--- src/rtl/wdog_two_stage.sv ---
module wdog_two_stage #(
  parameter int CNT_W   = 13,
  parameter int KEY_W   = 8,
  parameter int KEY_LSB = 16,
  parameter int GRACE   = 16,
  parameter int RST_CNT = 8191
) (
  input  logic        clk,
  input  logic        rst_n,
  input  logic        sync_rst,
  input  logic        tick,
  input  logic        freeze_in,
  input  logic        wr_en,
  input  logic [31:0] wr_data,
  output logic [31:0] rd_data,
  output logic        err_pulse,
  output logic        expired,
  output logic        rst_req
);
  localparam int EXP_BIT  = KEY_LSB + KEY_W;
  localparam int FDIS_BIT = EXP_BIT + 1;
  localparam int REQ_BIT  = EXP_BIT + 2;
  localparam int FRZ_BIT  = EXP_BIT + 3;
  localparam logic [CNT_W-1:0] GRACE_V = CNT_W'(GRACE);
  localparam logic [CNT_W-1:0] INIT_V  = CNT_W'(RST_CNT);
  localparam logic [31:0] USED_MASK =
    (32'(1) << CNT_W) - 32'd1 | (((32'(1) << KEY_W) - 32'd1) << KEY_LSB) |
    (32'd1 << EXP_BIT) | (32'd1 << FDIS_BIT);

  logic [CNT_W-1:0] cnt;
  logic exp_q, fdis_q, rq_q, err_q;
  logic wr_ok, step, unused_wr;

  assign wr_ok     = wr_en && (wr_data[KEY_LSB +: KEY_W] == {KEY_W{1'b1}});
  assign step      = tick && !(freeze_in && !fdis_q);
  assign unused_wr = ^(wr_data & ~USED_MASK);

  always_ff @(posedge clk or negedge rst_n) begin
    if (!rst_n) begin
      cnt <= INIT_V; exp_q <= 1'b0; fdis_q <= 1'b0; rq_q <= 1'b0; err_q <= 1'b0;
    end else if (sync_rst) begin
      cnt <= INIT_V; exp_q <= 1'b0; fdis_q <= 1'b0; rq_q <= 1'b0; err_q <= 1'b0;
    end else begin
      err_q <= 1'b0;
      if (wr_ok) begin
        cnt    <= wr_data[CNT_W-1:0];
        exp_q  <= wr_data[EXP_BIT];
        fdis_q <= fdis_q | wr_data[FDIS_BIT];
      end else if (step) begin
        if (cnt == '0) begin
          if (!exp_q) begin
            exp_q <= 1'b1;
            cnt   <= GRACE_V;
            err_q <= 1'b1;
          end else begin
            rq_q  <= 1'b1;
          end
        end else begin
          cnt <= cnt - 1'b1;
        end
      end
    end
  end

  always_comb begin
    rd_data = '0;
    rd_data[CNT_W-1:0] = cnt;
    rd_data[EXP_BIT]   = exp_q;
    rd_data[FDIS_BIT]  = fdis_q;
    rd_data[REQ_BIT]   = rq_q;
    rd_data[FRZ_BIT]   = freeze_in;
  end

  assign err_pulse = err_q;
  assign expired   = exp_q;
  assign rst_req   = rq_q;

  assert_err_reload_R5: assert property (@(posedge clk) disable iff (!rst_n)
    err_pulse |-> (expired && rd_data[CNT_W-1:0] == GRACE_V));
  assert_err_single_R5: assert property (@(posedge clk) disable iff (!rst_n || sync_rst)
    err_pulse |=> !err_pulse);
  assert_req_sticky_R6: assert property (@(posedge clk) disable iff (!rst_n || sync_rst)
    rst_req |=> rst_req);
  assert_frozen_hold_R7: assert property (@(posedge clk) disable iff (!rst_n || sync_rst)
    (freeze_in && !fdis_q && !wr_en) |=> $stable(cnt));
  assert_fdis_sticky_R8: assert property (@(posedge clk) disable iff (!rst_n || sync_rst)
    fdis_q |=> fdis_q);
  assert_unkeyed_R4: assert property (@(posedge clk) disable iff (!rst_n || sync_rst)
    (wr_en && !wr_ok && !tick) |=> ($stable(cnt) && $stable(exp_q) && $stable(fdis_q)));
  assert_write_prio_R9: assert property (@(posedge clk) disable iff (!rst_n || sync_rst)
    wr_ok |=> (cnt == $past(wr_data[CNT_W-1:0]) && exp_q == $past(wr_data[EXP_BIT])));
endmodule

--- config.mk ---
export PLATFORM = sky130hd
export DESIGN_NAME = wdog_two_stage
export DESIGN_NICKNAME = d
export VERILOG_FILES = /design/src/rtl/wdog_two_stage.sv
export SDC_FILE = /design/constraint.sdc
export NUM_CORES = 1
export LEC_CHECK = 0
export ABC_AREA = 1
export BUFFER_PORTS_ARGS = -buffer_cell sky130_fd_sc_hd__buf_2
export CORE_UTILIZATION = 41
export DETAILED_ROUTE_END_ITERATION = 10
export GPL_ROUTABILITY_DRIVEN = 0
export PLACE_DENSITY_LB_ADDON = 0.12
export SYNTH_ARGS = -nofsm -noshare
export SYNTH_HDL_FRONTEND = slang
export SYNTH_SLANG_ARGS = --single-unit
--- constraint.sdc ---
create_clock -name clk -period 1.39 [get_ports clk]
set_input_delay 0.2085 -clock clk [delete_from_list [all_inputs] [get_ports clk]]
set_output_delay 0.2085 -clock clk [all_outputs]
set_load 0.02 [all_outputs]
Yosys cells after proc, flatten, opt, wreduce, memory -nomap -nowiden:

Index checks and enable logic that the tools add are counted.

* $add $sub $neg: 1
* eq/ne operators: 3
* multiplexer cells: 21
* bitwise logic cells: 1
* reductions and logical operators: 15

Operator list (number)
* $mux 13: 5
* $mux 1: 16
* $logic_not 13->1: 1
* $sub 13x1->13 const B: 1
* $eq 8x8->1 const B: 1
* $reduce_bool 2->1: 4
* $reduce_bool 3->1: 2
* $ne 4x4->1 const B: 1
* $reduce_and 2->1: 2
* $reduce_and 4->1: 1
* $logic_and 1x1->1: 3
* $logic_not 1->1: 2
* $ne 2x2->1 const B: 1
* $or 1x1->1: 1

* register bits after elaboration: 17
* word-level logic and storage cells: 46

Logic depth before layout (Yosys ltp):

* depth after elaboration: 7
* depth in mapped cells: 11
* mapped depth without buffers: 11

Least setup slack after synthesis:

No wires, ideal clock.

* kind: reg2reg
* start: register cnt[0]
* end: register cnt[3]
* library setup time: 0.072 ns
* arrival: 1.515 ns
* data required time: 1.318 ns
* setup slack: -0.196 ns
* stages on the path, launching flop included: 12
* path buffers: 0
* clock period less this slack: 1.586 ns
* cells stage by stage: dfstp_2 > inv_1 > ha_1 > nand3_1 > nor2_1 > nand2_2 > nand2_1 > inv_2 > nand2_1 > nand2_1 > nand2_1 > o21ai_1

* cells in the longest elaborated chain, start to end: 5
* elaborated cells on any way between the ends: 8
* classes of those cells: add/sub: 1; eq/ne: 1; mux: 4; reduce/logical: 2

Ends and longest elaborated chain
* start, declared: RTL line 30 `logic [CNT_W-1:0] cnt;`
* start signal, assigned: RTL line 46 `cnt <= wr_data[CNT_W-1:0];`
* start signal, assigned: RTL line 59 `cnt <= cnt - 1'b1;`
* $sub 13x1->13 / $logic_not 13->1 (equally long branches): RTL line 59, 50
* $mux 13: RTL line 50 `if (cnt == '0) begin`
* $mux 13: RTL line 49 `end else if (step) begin`
* $mux 13: RTL line 45 `if (wr_ok) begin`
* $mux 13: RTL line 41 `end else if (sync_rst) begin`

Parallel ways exist; a longest one is shown, timed or not. The select of a mux whose other input is x is not followed.
A chain may end at the register's enable or synchronous reset.

Worst setup path in the final report:

* start: register cnt[0]
* end: register cnt[6]

The elaborated chain is that of the path after synthesis.

==> reports/results.md <==
### Worst setup path
- arrival time reported for the critical path endpoint: 1780 ps
- Crit path largest cell delay: 580 ps
- Buf+Inv Stages, Crit Path: 2
- chain of cells forming the critical path: inv_4 -> ha_4 -> nand3_4 -> nor2_4 -> nand2_4 -> nand2_8 -> inv_4 -> nand2_1 -> nand2_1 -> nand2_1 -> o21ai_1
- kind of start point of the critical path: flip-flop
- type of the worst setup path: reg2reg
- required time at the worst-slack endpoint: 1630 ps
- Slowest-stage cell, CP: sky130_fd_sc_hd__dfstp_2
- library cell appearing most often on the critical path: sky130_fd_sc_hd__nand2_1
- type of destination of the critical path: flip-flop
- maximum net fanout on the critical path: 6
- CP delay by family, top: flip-flops

### Route
- detailed-route DRC error count: 0
- via count: 1555
- count of nets left with antenna violations after detail routing: 0
- routed length per placed instance: 11.7 µm
- iteration-0 DRC count of the detailed router: 71
- Pre-antenna DRT Iters: 4
- routed wire length: 4010 µm
- Via density: 4.55

### Logic synthesis
- Post-Synthesis Cells: 222
- async set-or-reset flop fraction in the synthesized netlist: 100%
- distinct cell type count after synthesis: 27
- summed instance area of the synthesized netlist: 1410 µm²
- warnings from Yosys: 0
- number of flip-flops and latches in the synthesized netlist: 17
- top_reg_cell synth: sky130_fd_sc_hd__dfstp_2
- Post-synth EDFFs: 0
- Seq/Total Area, Yosys: 31.3%
- average cell area after synthesis: 6.36 µm²

### Cells and area
- number of filler cells placed in the layout: 317
- most used cells in the layout excluding fill and tap cells: 81 x sky130_fd_sc_hd__nand2_1, 44 x sky130_fd_sc_hd__buf_2, 27 x sky130_fd_sc_hd__buf_4
- fraction of layout cells with a size suffix above 1: 40.3%
- Final Net Count: 339
- post-route cell area: 2020 µm²
- Ant. Diodes: 0
- most frequent standard cell in the layout excluding fill and tap cells: sky130_fd_sc_hd__nand2_1
- final cell count without fillers: 342
- synth-to-layout area growth: 43.4%

### Clocking
- clock transition at the register clock pins on the worst setup and hold paths after CTS: 110 ps
- clock buffer depth: 2
- CTS tree: built
- Setup Buffers After CTS: 0
- number of buffers inserted during clock tree synthesis: 3
- number of H-tree levels: 1
- clock root buffer master: sky130_fd_sc_hd__clkbuf_4
- Num Clock Sinks: 17
- Clock Latency Late Sink: 310 ps

### Power
- worst voltage drop across the vdd grid: 442 µV
- standby leakage power: 1.10 nW
- Cell Pwr Density: 800 nW/µm²

### Place
- HPWL reported at the end of detailed placement: 2790 µm
- Post-Place Worst Slack: -164 ps
- placed inst area: 1840 µm²
- number of input and output port buffers inserted: 48
- number of placed instances with taps included: 335

### Timing
- hold violation total from the final report: 0
- achievable clock frequency: 649 MHz
- final clock skew: 2.29 ps
- setup TNS: -1370 ps
- time the worst path needs with I/O delays and setup: 1540 ps
- post-route clock period utilization: 111%
- final setup violation count: 14
- final slew viol count: 0
- setup ws final: -150 ps
- unrepaired setup endpoints after global routing: true

### GRT
- via count of the first global-routing pass: 1366
- grt total ovfl: 0
- number of antenna violations at the first check in global routing: 0
- first-pass GRT wire length: 6200 µm
- maximum number of pins on one net before global-route repair: 18
- global router's overall resource usage: 23.5%

### Status
- violations in the final reports: negative setup slack
- run status: complete, but fails checks

### Floorplanning
- core region area: 3150 µm²
- total die area: 3680 µm²
- io pins: 73
- row count: 20
- initial cell density of the core: 44.8%
- x dimension of the die: 60.7 µm
- Die Y-Extent: 60.7 µm

### Min path
- worst hold-check path type: in2reg

### Job
- Max-cap violations: 0

## Yosys cell counts (2+ instances only)
| cell | n | share of area [%] |
|---|---|---|
| sky130_fd_sc_hd__nand2_2 | 3 | 1.3 |
| sky130_fd_sc_hd__o21ai_0 | 13 | 4.6 |
| sky130_fd_sc_hd__a21oi_1 | 2 | 0.71 |
| sky130_fd_sc_hd__nand3_1 | 19 | 6.7 |
| sky130_fd_sc_hd__buf_4 | 19 | 10 |
| sky130_fd_sc_hd__nand2_1 | 85 | 23 |
| sky130_fd_sc_hd__inv_1 | 23 | 6.1 |
| sky130_fd_sc_hd__o21ai_1 | 2 | 0.71 |
| sky130_fd_sc_hd__dfstp_2 | 13 | 24 |
| sky130_fd_sc_hd__nor2_1 | 21 | 5.6 |
| sky130_fd_sc_hd__ha_1 | 2 | 1.8 |
| sky130_fd_sc_hd__dfrtp_1 | 4 | 7.1 |
| sky130_fd_sc_hd__xor2_1 | 2 | 1.2 |
## worst register-to-register path: stages (launching register included)
cell and delay, ps:
sky130_fd_sc_hd__dfstp_2 580, sky130_fd_sc_hd__inv_4 60, sky130_fd_sc_hd__ha_4 160, sky130_fd_sc_hd__nand3_4 70, sky130_fd_sc_hd__nor2_4 50, sky130_fd_sc_hd__nand2_4 110, sky130_fd_sc_hd__nand2_8 90, sky130_fd_sc_hd__inv_4 100
sky130_fd_sc_hd__nand2_1 60, sky130_fd_sc_hd__nand2_1 50, sky130_fd_sc_hd__nand2_1 50, sky130_fd_sc_hd__o21ai_1 100
## state kept, by name, indices dropped and copies added, names as in the netlist
signal     count
rst_req        1
err_pulse      1
expired        1
cnt           13
fdis_q         1
## path summary, 6_finish.rpt
kind,end,cells after the start,from,slack (ps)
worst max-delay path,cnt[6],11,cnt[0],-150
worst min-delay path,fdis_q,3,wr_data[25],130
worst max register to register,cnt[6],11,cnt[0],-150
worst min register to register,rst_req,2,rst_req,520
max in group asynchronous,cnt[5],2,rst_n,710
min in group asynchronous,fdis_q,2,rst_n,350
## cell families (layout without fill, tap and decap cells)
family                     Yosys count  after routing  share of synthesized area [%]
AOI/OAI and AO/OA                   20             20                           7.98
xor gates and xnor gates             2              2                           1.24
adders and majority gates            2              2                           1.77
buffers and inverters               45            106                           17.6
DFF                                 17             17                           31.3
other                                1             15                          0.266
and+or+nand+nor                    135            136                           39.9
## stage by stage
step	utilization, %	hold WS (ps)	power (W)
3_3_place_gp	58.4	165	0.00125
6_report	64.2	127	0.00162
4_1_cts	62.4	124	0.00160
5_1_grt	64.2	131	0.00173
2_1_floorplan	-	-87.1	0.00103
3_5_place_dp	58.4	165	0.00126
## power breakdown
group | leakage (nW) | internal, W | switching [W]
Sequential | 0.193 | 0.000582 | 0.0000452
Combinational | 0.889 | 0.000294 | 0.000402
Clock | 0.0150 | 0.000112 | 0.000185
## area by class of cell
| cell class | count | area (µm²) | area share (%) |
|---|---|---|---|
| Timing Repair inverter | 1 | 7.51 | 0.371 |
| Multi-Input combinational cell | 175 | 907 | 44.8 |
| Tap cell | 44 | 55.1 | 2.72 |
| Timing Repair Buffer | 77 | 489 | 24.2 |
| Clock buffer | 4 | 26.3 | 1.30 |
| Sequential cell | 17 | 442 | 21.8 |
| Inverter | 24 | 97.6 | 4.82 |
## per-layer routing
| layer | GRT usage [%] | part of all wire, % | wire, µm | up-vias |
|---|---|---|---|---|
| li1 | - | - | - | 812 |
| met1 | 30.4 | 45 | 1820 | 691 |
| met2 | 40.2 | 48 | 1920 | 48 |
| met3 | 2.77 | 5.3 | 211 | 4 |
| met4 | 8.77 | 1.2 | 48 | 0 |
| met5 | 0 | 0 | 0 | - |
## repair_timing
action,4_1_cts,5_1_grt
gates cloned,2,0
pin swaps,4,0
hold endpoints to repair,4,0
setup endpoints to repair,15,20
hold buffers,1,0
gates resized for setup,18,15
(Power assumes the default switching activity.)
